==> src/rtl/sar_pkg.sv <==
package sar_pkg;
  // word index of each register (bus_addr[3:2])
  localparam int unsigned RIX_RESULT = 0;
  localparam int unsigned RIX_STATUS = 1;
  localparam int unsigned RIX_CTRL   = 2;
  localparam int unsigned RIX_DELAY  = 3;

  // control register bit positions
  localparam int unsigned CB_PWR  = 3;
  localparam int unsigned CB_IE   = 5;
  localparam int unsigned CB_DONE = 6;
  localparam int unsigned CH_FW   = 3;

  typedef enum logic [1:0] {
    S_IDLE  = 2'd0,
    S_WAIT  = 2'd1,
    S_TRY   = 2'd2,
    S_JUDGE = 2'd3
  } seq_st_t;
endpackage

==> src/rtl/sar_seq.sv <==
module sar_seq #(
  parameter int unsigned NBITS = 10,
  parameter int unsigned DLY_W = 6
) (
  input  logic             clk,
  input  logic             rst_n,
  input  logic             start_i,
  input  logic             abort_i,
  input  logic [DLY_W-1:0] dly_i,
  input  logic             cmp_hi_i,
  output logic             busy_o,
  output logic [NBITS-1:0] dac_o,
  output logic             done_o,
  output logic [NBITS-1:0] result_o
);
  import sar_pkg::*;

  localparam int unsigned IW = (NBITS > 1) ? $clog2(NBITS) : 1;

  // code under test: bits already kept plus the bit being tried
  function automatic logic [NBITS-1:0] trial_code(input logic [NBITS-1:0] kept,
                                                  input logic [IW-1:0]    idx);
    trial_code = kept | (NBITS'(1) << idx);
  endfunction

  // outcome of one step: keep the trial bit only when input >= trial level
  function automatic logic [NBITS-1:0] decide(input logic [NBITS-1:0] kept,
                                              input logic [IW-1:0]    idx,
                                              input logic             hi);
    decide = hi ? trial_code(kept, idx) : kept;
  endfunction

  seq_st_t          st_q;
  logic [DLY_W-1:0] cnt_q;
  logic [DLY_W-1:0] dly_q;
  logic [IW-1:0]    bidx_q;
  logic [NBITS-1:0] kept_q;
  logic             last_step;

  assign last_step = (st_q == S_JUDGE) && (bidx_q == '0);

  always_ff @(posedge clk or negedge rst_n) begin
    if (!rst_n) begin
      st_q   <= S_IDLE;
      cnt_q  <= '0;
      dly_q  <= '0;
      bidx_q <= '0;
      kept_q <= '0;
    end else begin
      unique case (st_q)
        S_IDLE: begin
          if (start_i) begin
            st_q   <= S_WAIT;
            cnt_q  <= '0;
            dly_q  <= dly_i;
            kept_q <= '0;
          end
        end
        S_WAIT: begin
          if (abort_i) begin
            st_q <= S_IDLE;
          end else if (cnt_q == dly_q) begin
            st_q   <= S_TRY;
            bidx_q <= IW'(NBITS - 1);
          end else begin
            cnt_q <= cnt_q + 1'b1;
          end
        end
        S_TRY: begin
          st_q <= abort_i ? S_IDLE : S_JUDGE;
        end
        S_JUDGE: begin
          if (abort_i) begin
            st_q <= S_IDLE;
          end else begin
            kept_q <= decide(kept_q, bidx_q, cmp_hi_i);
            if (bidx_q == '0) begin
              st_q <= S_IDLE;
            end else begin
              bidx_q <= bidx_q - 1'b1;
              st_q   <= S_TRY;
            end
          end
        end
        default: st_q <= S_IDLE;
      endcase
    end
  end

  assign busy_o   = (st_q != S_IDLE);
  assign dac_o    = ((st_q == S_TRY) || (st_q == S_JUDGE)) ? trial_code(kept_q, bidx_q) : '0;
  assign done_o   = last_step && !abort_i;
  assign result_o = decide(kept_q, bidx_q, cmp_hi_i);
endmodule

==> src/rtl/sar_chmux.sv <==
module sar_chmux #(
  parameter int unsigned NUM_CH = 3,
  parameter int unsigned CH_FW  = 3,
  parameter int unsigned SEL_W  = 2
) (
  input  logic [CH_FW-1:0] ch_i,
  output logic [SEL_W-1:0] sel_o
);
  // codes beyond the last input fall back to input 0
  function automatic logic [SEL_W-1:0] map_channel(input logic [CH_FW-1:0] code);
    if (int'(code) < int'(NUM_CH)) map_channel = SEL_W'(code);
    else                           map_channel = '0;
  endfunction

  assign sel_o = map_channel(ch_i);
endmodule

==> src/rtl/sar_regs.sv <==
module sar_regs #(
  parameter int unsigned NBITS = 10,
  parameter int unsigned DLY_W = 6,
  parameter int unsigned AW    = 4,
  parameter int unsigned DW    = 32
) (
  input  logic             clk,
  input  logic             rst_n,
  input  logic             bus_en,
  input  logic             bus_wr,
  input  logic [AW-1:0]    bus_addr,
  input  logic [DW-1:0]    bus_wdata,
  output logic [DW-1:0]    bus_rdata,
  input  logic             busy_i,
  input  logic             done_i,
  input  logic [NBITS-1:0] result_i,
  output logic [2:0]       ch_o,
  output logic             ie_o,
  output logic             pwr_o,
  output logic             ist_o,
  output logic [DLY_W-1:0] dly_o,
  output logic             start_o,
  output logic             abort_o
);
  import sar_pkg::*;

  logic [NBITS-1:0] res_q;
  logic [2:0]       ch_q;
  logic             ie_q, pwr_q, ist_q;
  logic [DLY_W-1:0] dly_q;
  logic [1:0]       widx;
  logic             wr_ctrl, wr_dly, wzero, accept;
  logic             unused_addr_lsb;

  assign widx            = bus_addr[3:2];
  assign unused_addr_lsb = ^bus_addr[1:0];
  assign wr_ctrl = bus_en && bus_wr && (widx == 2'(RIX_CTRL));
  assign wr_dly  = bus_en && bus_wr && (widx == 2'(RIX_DELAY));
  assign wzero   = (bus_wdata == '0);
  assign accept  = wr_ctrl && !busy_i;
  assign start_o = accept && bus_wdata[CB_PWR];
  assign abort_o = wr_ctrl && busy_i && wzero;

  always_ff @(posedge clk or negedge rst_n) begin
    if (!rst_n) begin
      res_q <= '0;
      ch_q  <= '0;
      ie_q  <= 1'b0;
      pwr_q <= 1'b0;
      ist_q <= 1'b0;
      dly_q <= '0;
    end else begin
      if (wr_dly) dly_q <= bus_wdata[DLY_W-1:0];
      if (accept || abort_o) begin
        ch_q  <= bus_wdata[CH_FW-1:0];
        ie_q  <= bus_wdata[CB_IE];
        pwr_q <= bus_wdata[CB_PWR];
        ist_q <= 1'b0;
      end else if (done_i) begin
        ist_q <= 1'b1;
        res_q <= result_i;
      end
    end
  end

  always_comb begin
    bus_rdata = '0;
    unique case (widx)
      2'(RIX_RESULT): bus_rdata[NBITS-1:0] = res_q;
      2'(RIX_STATUS): bus_rdata[0]         = busy_i;
      2'(RIX_CTRL): begin
        bus_rdata[CH_FW-1:0] = ch_q;
        bus_rdata[CB_PWR]    = pwr_q;
        bus_rdata[CB_IE]     = ie_q;
        bus_rdata[CB_DONE]   = ist_q;
      end
      default:        bus_rdata[DLY_W-1:0] = dly_q;
    endcase
  end

  assign ch_o  = ch_q;
  assign ie_o  = ie_q;
  assign pwr_o = pwr_q;
  assign ist_o = ist_q;
  assign dly_o = dly_q;
endmodule

==> src/rtl/sar_adc_ctrl.sv <==
module sar_adc_ctrl #(
  parameter int unsigned NBITS  = 10,
  parameter int unsigned DLY_W  = 6,
  parameter int unsigned NUM_CH = 3,
  parameter int unsigned AW     = 4,
  parameter int unsigned DW     = 32,
  localparam int unsigned SEL_W = (NUM_CH > 1) ? $clog2(NUM_CH) : 1
) (
  input  logic             clk,
  input  logic             rst_n,
  input  logic             bus_en,
  input  logic             bus_wr,
  input  logic [AW-1:0]    bus_addr,
  input  logic [DW-1:0]    bus_wdata,
  output logic [DW-1:0]    bus_rdata,
  input  logic             cmp_hi,
  output logic [NBITS-1:0] dac_code,
  output logic [SEL_W-1:0] mux_ch,
  output logic             pwr_on,
  output logic             irq
);
  // internal events, named for the checker
  logic             busy;
  logic             conv_done;
  logic             start_req;
  logic             abort_req;
  logic             irq_st;
  logic             irq_en;
  logic [2:0]       ch_q;
  logic [DLY_W-1:0] dly_q;
  logic [NBITS-1:0] result;

  sar_regs #(.NBITS(NBITS), .DLY_W(DLY_W), .AW(AW), .DW(DW)) u_regs (
    .clk      (clk),
    .rst_n    (rst_n),
    .bus_en   (bus_en),
    .bus_wr   (bus_wr),
    .bus_addr (bus_addr),
    .bus_wdata(bus_wdata),
    .bus_rdata(bus_rdata),
    .busy_i   (busy),
    .done_i   (conv_done),
    .result_i (result),
    .ch_o     (ch_q),
    .ie_o     (irq_en),
    .pwr_o    (pwr_on),
    .ist_o    (irq_st),
    .dly_o    (dly_q),
    .start_o  (start_req),
    .abort_o  (abort_req)
  );

  sar_seq #(.NBITS(NBITS), .DLY_W(DLY_W)) u_seq (
    .clk      (clk),
    .rst_n    (rst_n),
    .start_i  (start_req),
    .abort_i  (abort_req),
    .dly_i    (dly_q),
    .cmp_hi_i (cmp_hi),
    .busy_o   (busy),
    .dac_o    (dac_code),
    .done_o   (conv_done),
    .result_o (result)
  );

  sar_chmux #(.NUM_CH(NUM_CH), .CH_FW(3), .SEL_W(SEL_W)) u_mux (
    .ch_i (ch_q),
    .sel_o(mux_ch)
  );

  assign irq = irq_st & irq_en;
endmodule

==> config.mk <==
export PLATFORM = sky130hd
export DESIGN_NAME = sar_adc_ctrl
export DESIGN_NICKNAME = d
export VERILOG_FILES = /design/src/rtl/sar_pkg.sv /design/src/rtl/sar_seq.sv /design/src/rtl/sar_chmux.sv /design/src/rtl/sar_regs.sv /design/src/rtl/sar_adc_ctrl.sv
export SDC_FILE = /design/constraint.sdc
export NUM_CORES = 1
export LEC_CHECK = 0
export ABC_CLOCK_PERIOD_IN_PS = 2500
export BUFFER_PORTS_ARGS = -buffer_cell sky130_fd_sc_hd__buf_4
export CAP_MARGIN = 0
export CORE_MARGIN = 10
export CORE_UTILIZATION = 50
export DETAILED_ROUTE_END_ITERATION = 8
export GPL_TIMING_DRIVEN = 0
export MAX_ROUTING_LAYER = met4
export PLACE_DENSITY = 0.82
export SLEW_MARGIN = 25
export SYNTH_ARGS = -nofsm -noshare
export SYNTH_HDL_FRONTEND = slang
export SYNTH_SLANG_ARGS = --single-unit
==> constraint.sdc <==
create_clock -name clk -period 2.5 [get_ports clk]
set_input_delay 0.25 -clock clk [delete_from_list [all_inputs] [get_ports clk]]
set_output_delay 0.25 -clock clk [all_outputs]
set_load 0.02 [all_outputs]
# [Yosys cells after proc, flatten, opt, wreduce, memory -nomap -nowiden]
# Cells that the tools add are included.
[word_totals] ff_bits=50 elab_cells=91 inputBits=41
[op_classes] shifts=1 addsub=2 n_eq_ne=14 muxes=30 n_bitwise=3 order_cmp=1 n_reduce_logical=29
[op_table] cell="2-to-1 mux 10 bit" count=4
[op_table] cell="zero test 32 bit" count=1
[op_table] cell="one-hot mux 10 bit (2 select lines)" count=1
[op_table] cell="2-to-1 mux 6 bit" count=3
[op_table] cell="2-to-1 mux 4 bit" count=4
[op_table] cell="2-to-1 mux 2 bit" count=7
[op_table] cell="one-hot mux 6 bit (2 select lines)" count=1
[op_table] cell="!= test 2 bit, second input constant" count=5
[op_table] cell="bitwise OR 10 bit" count=1
[op_table] cell="nonzero test 2 bit" count=5
[op_table] cell="left shift 1 x 4 -> 10 bit, first input constant" count=1
[op_table] cell="logical AND 1 bit" count=9
[op_table] cell="one-hot mux 3 bit (3 select lines)" count=1
[op_table] cell="equality test 2 bit, second input constant" count=4
[op_table] cell="one-hot mux 2 bit (4 select lines)" count=1
[op_table] cell="one-hot mux 4 bit (2 select lines)" count=1
[op_table] cell="adder 6 x 1 -> 6 bit, second input constant" count=1
[op_table] cell="equality test 6 bit" count=1
[op_table] cell="one-hot mux 1 bit (3 select lines)" count=2
[op_table] cell="AND reduction 2 bit" count=3
[op_table] cell="AND reduction 5 bit" count=1
[op_table] cell="equality test 2 x 1 -> 1 bit, second input constant" count=2
[op_table] cell="zero test 2 bit" count=2
[op_table] cell="zero test 4 bit" count=1
[op_table] cell="14 further kinds" count=18

# [Depth between registers and ports, before layout]
[logic_depth] word_depth=8 mapped_depth=7

# [Cells and area by module]
# A second synthesis with hierarchy kept.
[unflattened] hier_cells=300 hier_area_um2=3000.4
[modules_own_cells] module="sar_seq" area_per_inst_um2=1671.6 cells_each=175 instances=1
[modules_own_cells] module="sar_regs" area_per_inst_um2=1307.5 cells_each=122 instances=1
[modules_own_cells] module="sar_chmux" area_per_inst_um2=15.0 cells_each=2 instances=1
[modules_own_cells] module="sar_adc_ctrl" area_per_inst_um2=6.3 cells_each=1 instances=1

# [Worst setup path before layout]
# No wires, ideal clock.
[synth_timing] kind="register to register" start="register u_seq.bidx_q[0]" end="register u_regs.res_q[8]" path_slack_ps=535 period_less_slack_ps=1965 arrival_time_ps=1840 path_stages_with_launch=8 path_cell_list="dfrtp_1 inv_1 ha_1 nor3b_1 nand2_1 nor3b_1 buf_6 mux2_4"
[synth_between] elab_chain_cells=4
[synth_rtl] element="start: declaration" line="sar_seq.sv:36" source="logic [IW-1:0] bidx_q;"
[synth_rtl] element="start signal: assignment" line="sar_seq.sv:64" source="bidx_q <= IW'(NBITS - 1);"
[synth_rtl] element="start signal: assignment" line="sar_seq.sv:80" source="bidx_q <= bidx_q - 1'b1;"
[synth_rtl] element="zero test 4 bit" line="sar_seq.sv:40" source="assign last_step = (st_q == S_JUDGE) && (bidx_q == '0);"
[synth_rtl] element="logical AND 1 bit" line="sar_seq.sv:40"
[synth_rtl] element="logical AND 1 bit" line="sar_seq.sv:92" source="assign done_o = last_step && !abort_i;"
[synth_rtl] element="AND reduction 2 bit (no source line)"
[synth_rtl] element="end signal: assignment" line="sar_regs.sv:61" source="res_q <= result_i;"
[synth_rtl] element="end: declaration" line="sar_regs.sv:27" source="logic [NBITS-1:0] res_q;"
# Parallel ways exist; a longest one is shown, timed or not.
# A chain may end at the register's enable or synchronous reset.

# [Worst setup path in the final report]
# Same ends and word-level chain as after synthesis.

==> out/results.ini <==
[status]
status=finished, final reports clean

[global_routing]
track_usage_pct=17.20
grt_max_degree=51
grt_pass1_vias=2435
antenna_found_initial=0
overflow=0
grt_pass1_wl_microns=12140

[route]
postRouteAntennaNets=0
vias=2340
drc_errors=0
maxUsedRoutingLayer=met4
drt-pass1-iter-count=4
wl_met3_microns=615
avgRoutedWirePerCell_microns=17.15
first_iter_violations=102
wl_met2_microns=3604
wl_met1_microns=3266
via_per_inst=5.306
wl_microns=7562

[clocking]
insertion_delay_ns=0.30
cts_buffers=5
postCtsSetupBuffers=0
cts-resized-gates=0
clk_path_buf_depth=2
cts_hold_buf=1
path_clk_slew_ns=0.09
cts-root-buf=clkbuf_8
cts.sinks=50
cts-htree-levels=2
cts_tree=yes

[setup_path]
start_kind=flop
criticalPathCategory=flop to flop
crit_start=u_seq.bidx_q[0]$_DFFE_PN0P_
rr_startpoint=u_seq.bidx_q[0]$_DFFE_PN0P_
crit_cells=7
worst-path-buf-inv=2
cp_max_fo=10
cp_cell_sequence=inv_1 -> ha_1 -> nor3b_1 -> nand2_1 -> nor3b_1 -> buf_6 -> mux2_4
cpLargestDelayFamily=simple AND/OR/NAND/NOR gates
slowest_delay_ns=0.45
r2r_end=u_regs.res_q[8]$_DFFE_PN0P_
critPathCaptureType=flop
reg2regPathDepth=7
required_ns=2.70
cp-endpoint=u_regs.res_q[8]$_DFFE_PN0P_
worstPathArrival_ns=2.50
rrSetupSlack_ns=0.20
cpMostUsedCell=nor3b_1
cpMaxStageDelayCell=dfrtp_1

[place]
place_ws_ns=0.1629
port-buffer-count=62
dp_hpwl_microns=5952
place_congestion=0.8881
placedInstanceArea_sq_mm=0.003505

[min_path]
hp-class=input pin to flop
holdPathStages=2

[timing]
skew_ns=0.001699
finalCritPeriodShare_pct=92.02
slew_headroom_pct=42.22
tns_ns=0
rsz0062_at_grt=no
finalHoldViolCount=0
fmax_mhz=434.7
setup_viol=0
maxSlewViolCount=0
holdWs_ns=0.1864
setup_slack_ns=0.1996
layout_min_cycle_time_ns=2.300
worst_slew_pin_slew_ns=0.8594

[synth]
synth_top_family_by_area=simple AND/OR/NAND/NOR gates
synth-warning-count=0
yosys.area_share.simple_pct=16.65
ys_seq_area_share_pct=43.59
synth_xor_area_share_pct=1.831
yosys_register_bits=50
ys.flop_type=dfrtp_1
synthTopCellsByArea=dfrtp_1 44%, mux2i_1 7.0%, buf_4 5.8%, mux2_2 4.7%, a21oi_1 3.1%
async_flop_share_pct=100.0
synth_area_leader_cell=dfrtp_1
ys_types=47
synthAdderAreaFrac_pct=2.616
synthMuxAreaShare_pct=14.56
netlist_area_sq_mm=0.002870
postSynthAreaPerCell_sq_um=10.36
synth_compound_area_share_pct=11.42
synth_edf_count=0
synth_cells=277
synth_top_area_share_pct=43.59

[floorplan]
die_w_microns=95.77
core_sq_mm=0.005540
initial_core_util_pct=51.81
fp.dieH_microns=95.77
io_pins=87
dieArea_sq_mm=0.009171
num_rows=27

[cells_and_area]
final_common_cell=buf_4
antenna_cells=0
area_growth_pct=26.29
stdcell_area_sq_mm=0.003625
drive_gt1_share_pct=30.35
layout.nets=415
final_cell_mix=84 x buf_4, 50 x dfrtp_1, 22 x conb_1

[power_and_ir_drop]
swShare_pct=39.90
p_int_mw=2.139
power_switching_mw=1.420
power_frac_comb_pct=46.4
peakVddDrop_mv=0.5445
p_per_area_mw_per_mm2=981.9
clkPwrFrac_pct=16.0
power_frac_seq_pct=37.6
power.total_mw=3.559
p_leak_nw=1.778

[job]
drv_cap=0

-- cells by family after synthesis --
| kind of cell | count (synthesis) |
|---|---|
| AND/OR/NAND/NOR | 82 |
| flip-flops | 50 |
| adder cells (fa/ha/maj) | 6 |
| other | 1 |
| AO/OA/AOI/OAI | 48 |
| multiplexers | 38 |
| XOR/XNOR | 6 |
| buffers and inverters | 46 |
-- through the flow --
stage | util, % | instances
after floorplan | - | 298
after global placement | 63.26 | 432
after detailed placement | 63.26 | 432
after CTS | 65.42 | 441
after global routing | 65.42 | 441
final | 65.42 | 441
-- flip-flops by register name (all words and copies together), names as in the netlist --
signal,flops
u_regs.ch_o,3
u_regs.dly_o,6
u_regs.ie_o,1
u_regs.ist_o,1
u_regs.pwr_o,1
u_regs.res_q,10
u_seq.bidx_q,4
u_seq.cnt_q,6
u_seq.dly_q,6
u_seq.kept_q,10
u_seq.st_q,2
-- layout make-up --
class,instances,area [sq um]
Clock buffer,6,72.57
Inverter,14,52.55
Timing Repair Buffer,63,475.5
Fill cell,460,1916
Sequential cell,50,1251
Tap cell,72,90.09
Clock inverter,2,37.54
Buffer,32,211.5
Multi-Input combinational cell,202,1434
-- synthesized netlist by cell type (2+ instances only) --
cell type,number
dfrtp_1,50
buf_4,22
mux2i_1,20
a21oi_1,18
nand2_1,15
inv_1,14
nor2b_1,13
mux2_2,12
a22o_1,10
and2_1,8
nor3b_1,8
clkbuf_1,7
nor2_1,7
ha_1,6
nand3_1,6
nor4_1,6
o21ai_0,6
mux2_1,4
nand4_1,4
nor3_1,4
xor2_1,4
o21a_1,3
a21boi_0,2
and3_1,2
and4_1,2
nor4_2,2
xnor2_1,2
-- per-layer routing --
layer	vias to the layer above	track usage [%]
li1	1118	-
met1	1131	21.05
met2	84	27.31
met3	7	4.514
met4	0	5.160
met5	-	-
-- how the worst min path moves through the flow --
stage                 startpoint                           to  slack (ns)
floorplan                  rst_n   u_regs.ch_o[0]$_DFFE_PN0N_       -0.05
global placement           rst_n  u_regs.dly_o[2]$_DFFE_PN0P_        0.31
detailed placement         rst_n  u_regs.dly_o[2]$_DFFE_PN0P_        0.31
CTS                 bus_wdata[2]   u_regs.ch_o[2]$_DFFE_PN0N_        0.18
global route        bus_wdata[2]   u_regs.ch_o[2]$_DFFE_PN0N_        0.18
finish              bus_wdata[2]   u_regs.ch_o[2]$_DFFE_PN0N_        0.19
-- power by group through the flow --
stage	clock network (mW)	logic [mW]	registers, mW
floorplan	0	1.11	1.28
detailed placement	0	1.64	1.35
global route	0.609	1.81	1.38
global placement	0	1.59	1.33
finish	0.570	1.65	1.34
CTS	0.577	1.66	1.33
No activity file was read; power rests on OpenSTA's default activity.
